$ cat src/rtl/nor_seq_pkg.sv
package nor_seq_pkg;

  localparam int STEP_W  = 3;
  localparam int MAGIC_W = 11;

  localparam logic [MAGIC_W-1:0] W_KEY_A = 11'h555;
  localparam logic [MAGIC_W-1:0] W_KEY_B = 11'h2AA;
  localparam logic [MAGIC_W-1:0] W_QUERY = 11'h055;

  typedef enum logic [2:0] {
    OP_READ_RST   = 3'd0,
    OP_IDENT      = 3'd1,
    OP_PROG       = 3'd2,
    OP_BLK_ERASE  = 3'd3,
    OP_CHIP_ERASE = 3'd4,
    OP_QUERY      = 3'd5
  } op_e;

  typedef enum logic [1:0] {
    SRC_MAGIC = 2'd0,
    SRC_USER  = 2'd1,
    SRC_BASE  = 2'd2
  } asrc_e;

  typedef struct packed {
    asrc_e              asrc;
    logic [MAGIC_W-1:0] word;
    logic               user_data;
    logic [7:0]         code;
    logic               last;
  } row_t;

  function automatic logic op_known(logic [2:0] c);
    return c <= 3'd5;
  endfunction

  function automatic logic [STEP_W-1:0] op_len(op_e op);
    case (op)
      OP_IDENT:      return 3'd3;
      OP_PROG:       return 3'd4;
      OP_BLK_ERASE:  return 3'd6;
      OP_CHIP_ERASE: return 3'd6;
      default:       return 3'd1;
    endcase
  endfunction

  function automatic row_t mk_row(asrc_e s, logic [MAGIC_W-1:0] w, logic u, logic [7:0] c);
    row_t r;
    r.asrc      = s;
    r.word      = w;
    r.user_data = u;
    r.code      = c;
    r.last      = 1'b0;
    return r;
  endfunction

endpackage

$ cat src/rtl/nor_seq_script.sv
module nor_seq_script
  import nor_seq_pkg::*;
(
  input  op_e               op,
  input  logic [STEP_W-1:0] step,
  output row_t              row
);

  row_t body;

  always_comb begin
    body = mk_row(SRC_BASE, '0, 1'b0, 8'hF0);
    case (op)
      OP_QUERY: body = mk_row(SRC_MAGIC, W_QUERY, 1'b0, 8'h98);
      OP_IDENT: begin
        case (step)
          3'd0:    body = mk_row(SRC_MAGIC, W_KEY_A, 1'b0, 8'hAA);
          3'd1:    body = mk_row(SRC_MAGIC, W_KEY_B, 1'b0, 8'h55);
          default: body = mk_row(SRC_MAGIC, W_KEY_A, 1'b0, 8'h90);
        endcase
      end
      OP_PROG: begin
        case (step)
          3'd0:    body = mk_row(SRC_MAGIC, W_KEY_A, 1'b0, 8'hAA);
          3'd1:    body = mk_row(SRC_MAGIC, W_KEY_B, 1'b0, 8'h55);
          3'd2:    body = mk_row(SRC_MAGIC, W_KEY_A, 1'b0, 8'hA0);
          default: body = mk_row(SRC_USER,  '0,      1'b1, 8'h00);
        endcase
      end
      OP_BLK_ERASE, OP_CHIP_ERASE: begin
        case (step)
          3'd0: body = mk_row(SRC_MAGIC, W_KEY_A, 1'b0, 8'hAA);
          3'd1: body = mk_row(SRC_MAGIC, W_KEY_B, 1'b0, 8'h55);
          3'd2: body = mk_row(SRC_MAGIC, W_KEY_A, 1'b0, 8'h80);
          3'd3: body = mk_row(SRC_MAGIC, W_KEY_A, 1'b0, 8'hAA);
          3'd4: body = mk_row(SRC_MAGIC, W_KEY_B, 1'b0, 8'h55);
          default: begin
            if (op == OP_BLK_ERASE) body = mk_row(SRC_USER, '0, 1'b0, 8'h30);
            else                    body = mk_row(SRC_MAGIC, W_KEY_A, 1'b0, 8'h10);
          end
        endcase
      end
      default: body = mk_row(SRC_BASE, '0, 1'b0, 8'hF0);
    endcase
    row      = body;
    row.last = (step == (op_len(op) - 3'd1));
  end

endmodule

$ cat src/rtl/nor_seq_addrmap.sv
module nor_seq_addrmap
  import nor_seq_pkg::*;
#(
  parameter int          ADDR_W    = 24,
  parameter int          WORD_W    = 20,
  parameter int          DEV_WIDTH = 16,
  parameter logic [23:0] BANK_BASE = 24'h40_0000
) (
  input  asrc_e              asrc,
  input  logic [MAGIC_W-1:0] magic_word,
  input  logic [WORD_W-1:0]  user_word,
  output logic [ADDR_W-1:0]  byte_addr
);

  logic [WORD_W-1:0] word_sel;
  logic [ADDR_W-1:0] word_ext;

  always_comb begin
    case (asrc)
      SRC_MAGIC: word_sel = WORD_W'(magic_word);
      SRC_USER:  word_sel = user_word;
      default:   word_sel = '0;
    endcase
    word_ext = ADDR_W'(word_sel);
  end

  generate
    if (DEV_WIDTH == 16) begin : g_wide
      assign byte_addr = ADDR_W'(BANK_BASE) + (word_ext << 1);
    end else begin : g_narrow
      assign byte_addr = ADDR_W'(BANK_BASE) + word_ext;
    end
  endgenerate

endmodule

$ cat src/rtl/nor_seq_ctrl.sv
module nor_seq_ctrl
  import nor_seq_pkg::*;
#(
  parameter int WORD_W = 20,
  parameter int DATA_W = 16
) (
  input  logic              clk,
  input  logic              rst_n,
  input  logic              accept,
  input  op_e               in_op,
  input  logic [WORD_W-1:0] in_addr,
  input  logic [DATA_W-1:0] in_data,
  input  logic              ack,
  input  logic              last,
  output logic              busy,
  output logic              done,
  output logic [STEP_W-1:0] step,
  output op_e               op_q,
  output logic [WORD_W-1:0] addr_q,
  output logic [DATA_W-1:0] data_q
);

  typedef enum logic {ST_IDLE = 1'b0, ST_RUN = 1'b1} st_e;

  st_e               st_q, st_d;
  logic [STEP_W-1:0] step_q, step_d;
  logic              done_d, done_q;
  logic              load_en, step_en;

  always_comb begin
    st_d    = st_q;
    step_d  = step_q;
    done_d  = 1'b0;
    load_en = 1'b0;
    step_en = 1'b0;
    case (st_q)
      ST_IDLE: begin
        if (accept) begin
          st_d    = ST_RUN;
          step_d  = '0;
          load_en = 1'b1;
          step_en = 1'b1;
        end
      end
      default: begin
        if (ack) begin
          step_en = 1'b1;
          if (last) begin
            st_d   = ST_IDLE;
            step_d = '0;
            done_d = 1'b1;
          end else begin
            step_d = step_q + 3'd1;
          end
        end
      end
    endcase
  end

  always_ff @(posedge clk or negedge rst_n) begin
    if (!rst_n) begin
      st_q   <= ST_IDLE;
      step_q <= '0;
      done_q <= 1'b0;
    end else begin
      st_q   <= st_d;
      done_q <= done_d;
      if (step_en) step_q <= step_d;
    end
  end

  always_ff @(posedge clk or negedge rst_n) begin
    if (!rst_n) begin
      op_q   <= OP_READ_RST;
      addr_q <= '0;
      data_q <= '0;
    end else if (load_en) begin
      op_q   <= in_op;
      addr_q <= in_addr;
      data_q <= in_data;
    end
  end

  assign busy = (st_q == ST_RUN);
  assign done = done_q;
  assign step = step_q;

  // the step index never runs past the script length
  a_r5_step_in_range: assert property (@(posedge clk) disable iff (!rst_n)
    busy |-> (step_q < op_len(op_q)));

  // a done pulse is never longer than one cycle
  a_r11_done_single: assert property (@(posedge clk) disable iff (!rst_n)
    done_q |=> !done_q);

endmodule

$ cat src/rtl/nor_cmd_seq.sv
module nor_cmd_seq
  import nor_seq_pkg::*;
#(
  parameter int          ADDR_W    = 24,
  parameter int          WORD_W    = 20,
  parameter int          DATA_W    = 16,
  parameter int          DEV_WIDTH = 16,
  parameter logic [23:0] BANK_BASE = 24'h40_0000
) (
  input  logic              clk,
  input  logic              rst_n,
  input  logic              req_valid,
  output logic              req_ready,
  input  logic [2:0]        req_cmd,
  input  logic [WORD_W-1:0] req_addr,
  input  logic [DATA_W-1:0] req_data,
  output logic              busy,
  output logic              done,
  output logic              bus_req,
  output logic [ADDR_W-1:0] bus_addr,
  output logic [DATA_W-1:0] bus_wdata,
  input  logic              bus_ack
);

  logic              accept;
  logic [STEP_W-1:0] step;
  op_e               op_q;
  logic [WORD_W-1:0] addr_q;
  logic [DATA_W-1:0] data_q;
  row_t              row;

  assign req_ready = !busy && op_known(req_cmd);
  assign accept    = req_valid && req_ready;

  nor_seq_ctrl #(.WORD_W(WORD_W), .DATA_W(DATA_W)) u_ctrl (
    .clk     (clk),
    .rst_n   (rst_n),
    .accept  (accept),
    .in_op   (op_e'(req_cmd)),
    .in_addr (req_addr),
    .in_data (req_data),
    .ack     (bus_ack),
    .last    (row.last),
    .busy    (busy),
    .done    (done),
    .step    (step),
    .op_q    (op_q),
    .addr_q  (addr_q),
    .data_q  (data_q)
  );

  nor_seq_script u_script (
    .op   (op_q),
    .step (step),
    .row  (row)
  );

  nor_seq_addrmap #(
    .ADDR_W(ADDR_W), .WORD_W(WORD_W), .DEV_WIDTH(DEV_WIDTH), .BANK_BASE(BANK_BASE)
  ) u_addrmap (
    .asrc       (row.asrc),
    .magic_word (row.word),
    .user_word  (addr_q),
    .byte_addr  (bus_addr)
  );

  assign bus_req   = busy;
  assign bus_wdata = row.user_data ? data_q : DATA_W'(row.code);

  // an unacknowledged write stays on the bus unchanged
  a_r10_hold: assert property (@(posedge clk) disable iff (!rst_n)
    (bus_req && !bus_ack) |=> (bus_req && $stable(bus_addr) && $stable(bus_wdata)));

  // done follows an acknowledged write and the block is idle with it
  a_r11_done_after_ack: assert property (@(posedge clk) disable iff (!rst_n)
    done |-> ($past(bus_req && bus_ack) && !busy));

  // a request during a running script leaves captured operands alone
  a_r12_refused_no_effect: assert property (@(posedge clk) disable iff (!rst_n)
    (busy && req_valid) |=> ($stable(op_q) && $stable(addr_q) && $stable(data_q)));

  // an unsupported code presented while idle starts nothing
  a_r1_bad_code_ignored: assert property (@(posedge clk) disable iff (!rst_n)
    (!busy && req_valid && !op_known(req_cmd)) |=> !busy);

endmodule

$ cat config.mk
export PLATFORM = sky130hd
export DESIGN_NAME = nor_cmd_seq
export DESIGN_NICKNAME = d
export VERILOG_FILES = /design/src/rtl/nor_seq_pkg.sv /design/src/rtl/nor_seq_script.sv /design/src/rtl/nor_seq_addrmap.sv /design/src/rtl/nor_seq_ctrl.sv /design/src/rtl/nor_cmd_seq.sv
export SDC_FILE = /design/constraint.sdc
export NUM_CORES = 1
export LEC_CHECK = 0
export CORE_UTILIZATION = 55
export CTS_CLUSTER_DIAMETER = 60
export DETAILED_ROUTE_END_ITERATION = 12
export DONT_BUFFER_PORTS = 1
export PLACE_DENSITY = 0.7
export SETUP_SLACK_MARGIN = 0.05
export SLEW_MARGIN = 15
export SYNTH_ARGS = -nofsm -noshare
export SYNTH_HDL_FRONTEND = slang
export SYNTH_SLANG_ARGS = --single-unit
$ cat constraint.sdc
create_clock -name clk -period 2.65 [get_ports clk]
set_input_delay 0 -clock clk [delete_from_list [all_inputs] [get_ports clk]]
set_output_delay 0 -clock clk [all_outputs]
set_load 0.03 [all_outputs]
==> results of run 1 <==
## cell type report
type	instances	area (um2)
sequential	44	1100
inverter	7	26.3
clock buffer	7	86.3
multi-input combinational	169	1380
timing repair buffer	48	483
fill	332	1260
tap	52	65.1
clock inverter	1	7.51
## through the flow
stage	std cells	utilization (%)
CTS	328	71.0
finish	328	71.5
global route	328	71.5
floorplan	238	-
detailed placement	278	58.5
global placement	278	58.5
## flip-flops by register name, summed over array words and instances, names as in the netlist
signal,flops
u_ctrl.done,1
u_ctrl.step,3
u_ctrl.busy,1
u_ctrl.op_q,3
u_ctrl.data_q,16
u_ctrl.addr_q,20
## power breakdown
part | switching, mW | internal (mW) | total [mW]
logic | 1.84 | 1.08 | 2.92
registers | 0.334 | 1.01 | 1.34
clock network | 0.223 | 0.212 | 0.435
total | 2.40 | 2.30 | 4.70
## layout by cell type, fill, tap and decap left out, types with 2 or more instances in the layout
cell type | synthesis | layout
and2_2 | 0 | 9
dfrtp_1 | 44 | 43
a31oi_1 | 2 | 2
nor3_1 | 2 | 2
and2_1 | 18 | 9
nand3_1 | 6 | 6
o21ai_0 | 6 | 6
nor2b_1 | 2 | 2
o22ai_1 | 2 | 2
inv_1 | 7 | 7
a21oi_2 | 3 | 2
o32a_1 | 2 | 2
or2_4 | 2 | 2
nor2_1 | 5 | 5
o21bai_1 | 2 | 2
dlygate4sd3_1 | 0 | 41
nand2b_1 | 3 | 3
ha_1 | 6 | 6
xor2_1 | 2 | 2
nand2_1 | 16 | 15
conb_1 | 2 | 4
clkbuf_8 | 0 | 6
o211ai_1 | 2 | 2
a21oi_1 | 7 | 7
o32ai_2 | 1 | 2
buf_4 | 8 | 6
mux2_2 | 39 | 39
a21o_2 | 0 | 11
## per-layer routing
metal,GRT usage [%],vias to the layer above,wire length [um]
met4,8.44,0,138
met3,5.77,12,302
met2,43.5,60,3040
li1,-,898,-
met1,34.1,941,2430
met5,0,-,0
## cells by family (layout without fill, tap and decap cells)
kind of cell | Yosys count | in the layout | share of synthesized area (%)
compound gates | 52 | 52 | 15.9
xor+xnor | 3 | 3 | 1.02
fa+ha+maj | 6 | 6 | 2.91
buf+inv | 25 | 63 | 5.53
flops | 44 | 44 | 42.7
mux | 39 | 39 | 17.0
other cells | 2 | 4 | 0.291
simple gates | 65 | 65 | 14.6
## path summary, 6_finish.rpt
path	to	from	slack [ps]
worst max-delay path	bus_addr[17]	u_ctrl.step[0]	220
worst min register to register	u_ctrl.addr_q[13]	u_ctrl.addr_q[13]	510
worst min-delay path	u_ctrl.data_q[7]	rst_n	200
min in group clk	req_ready	req_cmd[2]	250
worst max register to register	u_ctrl.busy	u_ctrl.op_q[2]	400
max in group asynchronous	u_ctrl.step[0]	rst_n	2220
## timing repair
action | 4_1_cts | 5_1_grt
setup buffers | 0 | 0
hold buffers | 42 | 0
pin swaps | 0 | 1
gates resized for setup | 12 | 11
hold endpoints to repair | 86 | 0
setup endpoints to repair | 20 | 21
==> key figures, run 1 <==
GRT
  – GRT overflow: 0
  – Global-route wire length before repair: 10.2 mm
  – Largest net degree at the start of global routing: 45
  – GRT Total Usage: 26.3%
  – Vias in the first global route: 2006
  – Antenna violations before repair: 0

Final layout
  – Design Area, Final: 0.00315 mm2
  – Final #Nets: 324
  – N_diodes: 0
  – Synth-to-layout area growth: 22.4%
  – Fraction of layout cells with a size suffix above 1: 32.6%

Clocking
  – H-tree Lvls: 2
  – Clk sink count: 44
  – Worst-skew pair later-pin latency: 290 ps
  – Root buffer cell: clkbuf_8
  – CTS tree: done
  – Clock Pin Slew Worst Setup and Hold Paths: 80 ps
  – Num CTS Buffers: 5
  – Clk buf depth: 2

Place
  – Worst slack, placed: 339 ps
  – DP Area: 0.00258 mm2
  – GP Congestion: 0.819
  – Dpl hpwl: 3.82 mm
  – Number of port buffers: 0

Power and ir drop
  – Lkg Pwr: 1.39 nW
  – Pwr Total: 4.70 mW
  – Power density cells: 1490 mW/mm2
  – Peak VDD IR: 0.763 mV

Critical path
  – WP depth: 8
  – Crit-path max cell delay: 460 ps
  – CP Cell Sequence: inv_1 -> ha_1 -> nor3_4 -> nor2_1 -> or2_4 -> a21oi_2 -> buf_4 -> and2_2
  – Slowest CP cell: dfrtp_2
  – Max FO, Critical Path: 20
  – WP data required: 2650 ps
  – CP Data Arrival Time: 2430 ps
  – Crit path launch type: register
  – CP Buf/Inv Count: 2
  – Top delay family on crit path: simple AND/OR/NAND/NOR gates
  – Crit path kind: register to primary output
  – CP endpoint kind: primary output
  – Worst R2R Path Depth: 8

Yosys
  – Most frequent cell after synthesis: dfrtp_1
  – Top cells by count, synth: dfrtp_1 (44), mux2_2 (39), and2_1 (18)
  – Syn Std Cell Area: 0.00258 mm2
  – EDFF count, synth: 0
  – Synth warnings: 0
  – Unique masters post-synth: 51
  – Largest area contributor in the netlist: dfrtp_1
  – Synth top area share: 42.7%
  – Syn Inst Count: 236
  – Ys async rst share: 100%
  – Post-synthesis sequential area ratio: 42.7%
  – Mean Syn Cell Area: 10.9 um2
  – Flops & latches, synth: 44
  – Top cells by area, synth: dfrtp_1 (43%), mux2_2 (17%), and2_1 (4.4%)
  – Main synth FF type: dfrtp_1

Timing
  – Worst hold slack: 202 ps
  – Max Fclk: 0.412 GHz
  – Setup ws final: 222 ps
  – Setup TNS: 0 ps
  – RSZ-0062 raised after global routing: false
  – Setup Skew: 3.44 ps
  – Tcrit/Tclk final: 91.6%
  – Clock period minus worst slack: 2430 ps
  – Final setup fails: 0
  – Least-Margin Pin Slew: 946 ps
  – Slew HR: 36.7%
  – Fin. Hold Viols: 0
  – Max Slew Vio Count: 0

Floorplan
  – Core area: 0.00441 mm2
  – Initial Util: 58.4%
  – Die Y: 70.5 um
  – Row count: 24
  – I/O Pins: 87
  – Die X: 70.5 um
  – Total die area: 0.00496 mm2

Drt
  – Residual DRC: 0
  – Vias post-DR: 1911
  – Vias per cell: 5.83
  – Drt pass-1 iters: 4
  – Initial DRC count: 171
  – Routed WL: 5.91 mm
  – DR WL/cell: 18.0 um
  – Post-route ant nets: 0

Worst hold path
  – Hold Crit Class: primary input to async pin

Status
  – Status: finished clean

Run
  – Max Cap Viol: 0
Note: power is estimated with default switching activity, not from simulation.
==> run 2: changes to the inputs <==
- MAX_ROUTING_LAYER: default -> met4
- SYNTH_HIERARCHICAL: default -> 1
==> run 2 against run 1 <==
Effect of this change:
- design area increased by 5.8%
- die area increased by 5.3%
- wire length decreased by 4.4%
- cell count increased by 11%
- clock-buffer cell count decreased by 1
- sequential power decreased by 4%
- power decreased by 9.8%
- combinational power decreased by 14%
- sequential share of layout area decreased by 1.9 points
- synthesized cell count increased by 5.5%
- utilization decreased by 1.2 points
- clock skew decreased by 0.52 ps
- highest routed layer unchanged
==> key figures, run 2 <==
Yosys
  – Syn Std Cell Area: 0.00272 mm2 (was 0.00258 mm2)
  – Unique masters post-synth: 49 (was 51)
  – Flops & latches, synth: 44 (unchanged)
  – Post-synthesis sequential area ratio: 40.5% (was 42.7%)
  – Most frequent cell after synthesis: dfrtp_1 (unchanged)
  – Largest area contributor in the netlist: dfrtp_1 (unchanged)
  – Simple logic cell fraction of the synthesized area: 13.8% (was 14.6%)
  – Synth Area in XOR/XNOR: 0.644% (was 1.02%)
  – Top cells by area, synth: dfrtp_1 (40%), mux2_2 (14%), mux2_4 (6.6%) (was dfrtp_1 (43%), mux2_2 (17%), and2_1 (4.4%))
  – Main synth FF type: dfrtp_1 (unchanged)
  – Largest family of logic cells by synthesized area: multiplexers (unchanged)
  – Synth warnings: 6 (was 0)
  – Syn Inst Count: 249 (was 236)
  – Ys async rst share: 100% (unchanged)
  – Synth top area share: 40.5% (was 42.7%)
  – Post-synthesis mux area share: 25.5% (was 17.0%)
  – Top cells by count, synth: dfrtp_1 (44), mux2_2 (34), and2_1 (19) (was dfrtp_1 (44), mux2_2 (39), and2_1 (18))
  – EDFF count, synth: 0 (unchanged)
  – Adder-Cell Fraction of Synth Area: 0.920% (was 2.91%)
  – Mean Syn Cell Area: 10.9 um2 (about the same)
  – Complex-gate fraction of the synthesized area: 9.43% (was 15.9%)

Critical path
  – R2r setup slk: 250 ps (was 400 ps)
  – WP data required: 2840 ps (was 2650 ps)
  – Max FO, Critical Path: 8 (was 20)
  – CP Data Arrival Time: 2600 ps (was 2430 ps)
  – Crit path launch type: register (unchanged)
  – CP endpoint kind: register (was primary output)
  – Crit path kind: register to register (was register to primary output)

Clocking
  – Post-CTS setup buffers: 0 (unchanged)
  – Clk buf depth: 2 (unchanged)
  – H-tree Lvls: 2 (unchanged)
  – Root buffer cell: clkbuf_8 (unchanged)
  – Worst-skew pair later-pin latency: 300 ps (was 290 ps)
  – Clk sink count: 44 (unchanged)
  – Clock Pin Slew Worst Setup and Hold Paths: 80 ps (about the same)
  – CTS tree: done (unchanged)
  – Num CTS Buffers: 5 (unchanged)

Timing
  – Setup Skew: 2.93 ps (was 3.44 ps)
  – Final setup fails: 0 (unchanged)
  – Max Slew Vio Count: 0 (unchanged)
  – Least-Margin Pin Slew: 600 ps (was 946 ps)
  – Tcrit/Tclk final: 90.6% (was 91.6%)
  – Max Fclk: 0.416 GHz (was 0.412 GHz)
  – RSZ-0062 raised after global routing: false (unchanged)
  – Clock period minus worst slack: 2400 ps (was 2430 ps)
  – Setup TNS: 0 ps (unchanged)
  – Fin. Hold Viols: 0 (unchanged)
  – Slew HR: 60.0% (was 36.7%)

Floorplan
  – Total die area: 0.00523 mm2 (was 0.00496 mm2)
  – Core area: 0.00475 mm2 (was 0.00441 mm2)
  – Initial Util: 57.2% (was 58.4%)
  – I/O Pins: 87 (unchanged)
  – Die X: 72.3 um (was 70.5 um)
  – Row count: 25 (was 24)
  – Die Y: 72.3 um (was 70.5 um)

Drt
  – Vias per cell: 5.36 (was 5.83)
  – WL met2: 2.71 mm (was 3.04 mm)
  – Vias post-DR: 1956 (was 1911)
  – Highest Signal Layer: met4 (unchanged)
  – DR WL/cell: 15.5 um (was 18.0 um)
  – Initial DRC count: 117 (was 171)
  – Post-route ant nets: 0 (unchanged)
  – Residual DRC: 0 (unchanged)
  – Routed WL: 5.65 mm (was 5.91 mm)
  – Drt pass-1 iters: 4 (unchanged)
  – Met1 wire length: 2.56 mm (was 2.43 mm)
  – Met3 Routed Length: 288 um (was 302 um)

GRT
  – Global-route wire length before repair: 9.11 mm (was 10.2 mm)
  – Antenna violations before repair: 0 (unchanged)
  – GRT Total Usage: 23.6% (was 26.3%)
  – Largest net degree at the start of global routing: 45 (unchanged)
  – Vias in the first global route: 1890 (was 2006)
  – GRT overflow: 0 (unchanged)

Place
  – DP Area: 0.00280 mm2 (was 0.00258 mm2)
  – Dpl hpwl: 3.46 mm (was 3.82 mm)
  – GP Congestion: 0.884 (was 0.819)
  – Number of port buffers: 0 (unchanged)

Final layout
  – Finished Core Util: 70.2% (was 71.5%)
  – N_diodes: 0 (unchanged)
  – Commonest non-fill, non-tap cell in the layout: dfrtp_1 (unchanged)
  – Final #Nets: 342 (was 324)
  – Synth-to-layout area growth: 22.8% (was 22.4%)
  – Design Area, Final: 0.00334 mm2 (was 0.00315 mm2)
  – Commonest non-fill, non-tap cells in the layout: dfrtp_1 (43), dlygate4sd3_1 (41), mux2_2 (34) (was dfrtp_1 (43), dlygate4sd3_1 (41), mux2_2 (39))
  – Most flops, register: u_ctrl/addr_q (was u_ctrl.addr_q)
  – Top Registers: u_ctrl/addr_q (20), u_ctrl/data_q (16) (was u_ctrl.addr_q (20), u_ctrl.data_q (16))
  – Fraction of layout cells with a size suffix above 1: 29.9% (was 32.6%)
  – Number of flip-flops in the largest register: 20 (unchanged)

Power and ir drop
  – Lkg Pwr: 1.45 nW (was 1.39 nW)
  – Peak VDD IR: 0.745 mV (was 0.763 mV)
  – Power density cells: 1270 mW/mm2 (was 1490 mW/mm2)
  – Pwr Total: 4.24 mW (was 4.70 mW)

Worst hold path
  – Hold Crit Class: primary input to register (was primary input to async pin)

Run
  – Max Cap Viol: 0 (unchanged)

Status
  – Status: finished clean (unchanged)
## run 2: changes by cell type in the layout (fill, tap and decap cells not counted), sizes merged, moves of 5 or more
cell	previous run	this run
mux2i	0	12
mux2	39	47
nand3	6	1
a21o	12	1
nand2	16	4
nor2b	3	9
nor2	5	18
buf	7	29
## run 2: metal layers
layer	vias up	global-route usage, %
met1	930	31.9
met3	9	4.86
met5	-	-
li1	946	-
met4	0	6.97
met2	71	36.0
## run 2: cell type report
class	instances	area, um2
clock buffer	6	82.6
clock inverter	2	15.0
fill	335	1420
inverter	4	15.0
multi-input combinational	172	1400
sequential	44	1100
tap	67	83.8
timing repair buffer	70	641
## run 2: cells by family (layout without fill, tap and decap cells)
family / Yosys count / in the layout
DFF: 44 / 44
adders and majority gates: 2 / 2
buffers and inverters: 35 / 82
AOI/OAI and AO/OA: 39 / 39
xor gates and xnor gates: 2 / 2
and+or+nand+nor: 66 / 66
other: 2 / 4
muxes: 59 / 59
## run 2: final timing paths
path                                   start                 to  cells past startpoint
setup reg to reg              u_ctrl/op_q[0]     u_ctrl/step[1]                      9
min in group asynchronous              rst_n  u_ctrl/addr_q[17]                      2
hold / removal                       bus_ack     u_ctrl/step[2]                      3
setup / recovery              u_ctrl/op_q[0]     u_ctrl/step[1]                      9
hold reg to reg            u_ctrl/addr_q[17]  u_ctrl/addr_q[17]                      1
max in group asynchronous              rst_n   u_ctrl/addr_q[3]                      2
## run 2: metrics by stage
step           instances  hold WS [ps]  worst slack [ps]
2_1_floorplan        251          -296               337
3_3_place_gp         315          -295               253
3_5_place_dp         315          -295               160
4_1_cts              365          37.7               145
5_1_grt              365          46.4              52.6
6_report             365          42.5               248
## run 2: power breakdown
part | total (mW) | internal (mW) | leakage (nW) | switching (mW)
sequential | 1.29 | 1.00 | 0.533 | 0.291
clock | 0.447 | 0.211 | 0.0434 | 0.235
combinational | 2.50 | 1.09 | 0.870 | 1.41
total | 4.24 | 2.30 | 1.45 | 1.94
## run 2: critical path: stages, from the launching register on
cell	delay [ps]
dfrtp_1	470
or3b_1	460
nand2_1	100
ha_1	160
xor2_1	80
or4_1	440
a21oi_2	210
nand3b_1	130
o21ai_0	80
a22o_1	180
## run 2: repair_timing
action,CTS,global route
endpoints found under the hold margin,88,0
hold buffers,42,0
endpoints found under the setup margin,0,1
gates resized for setup,0,3
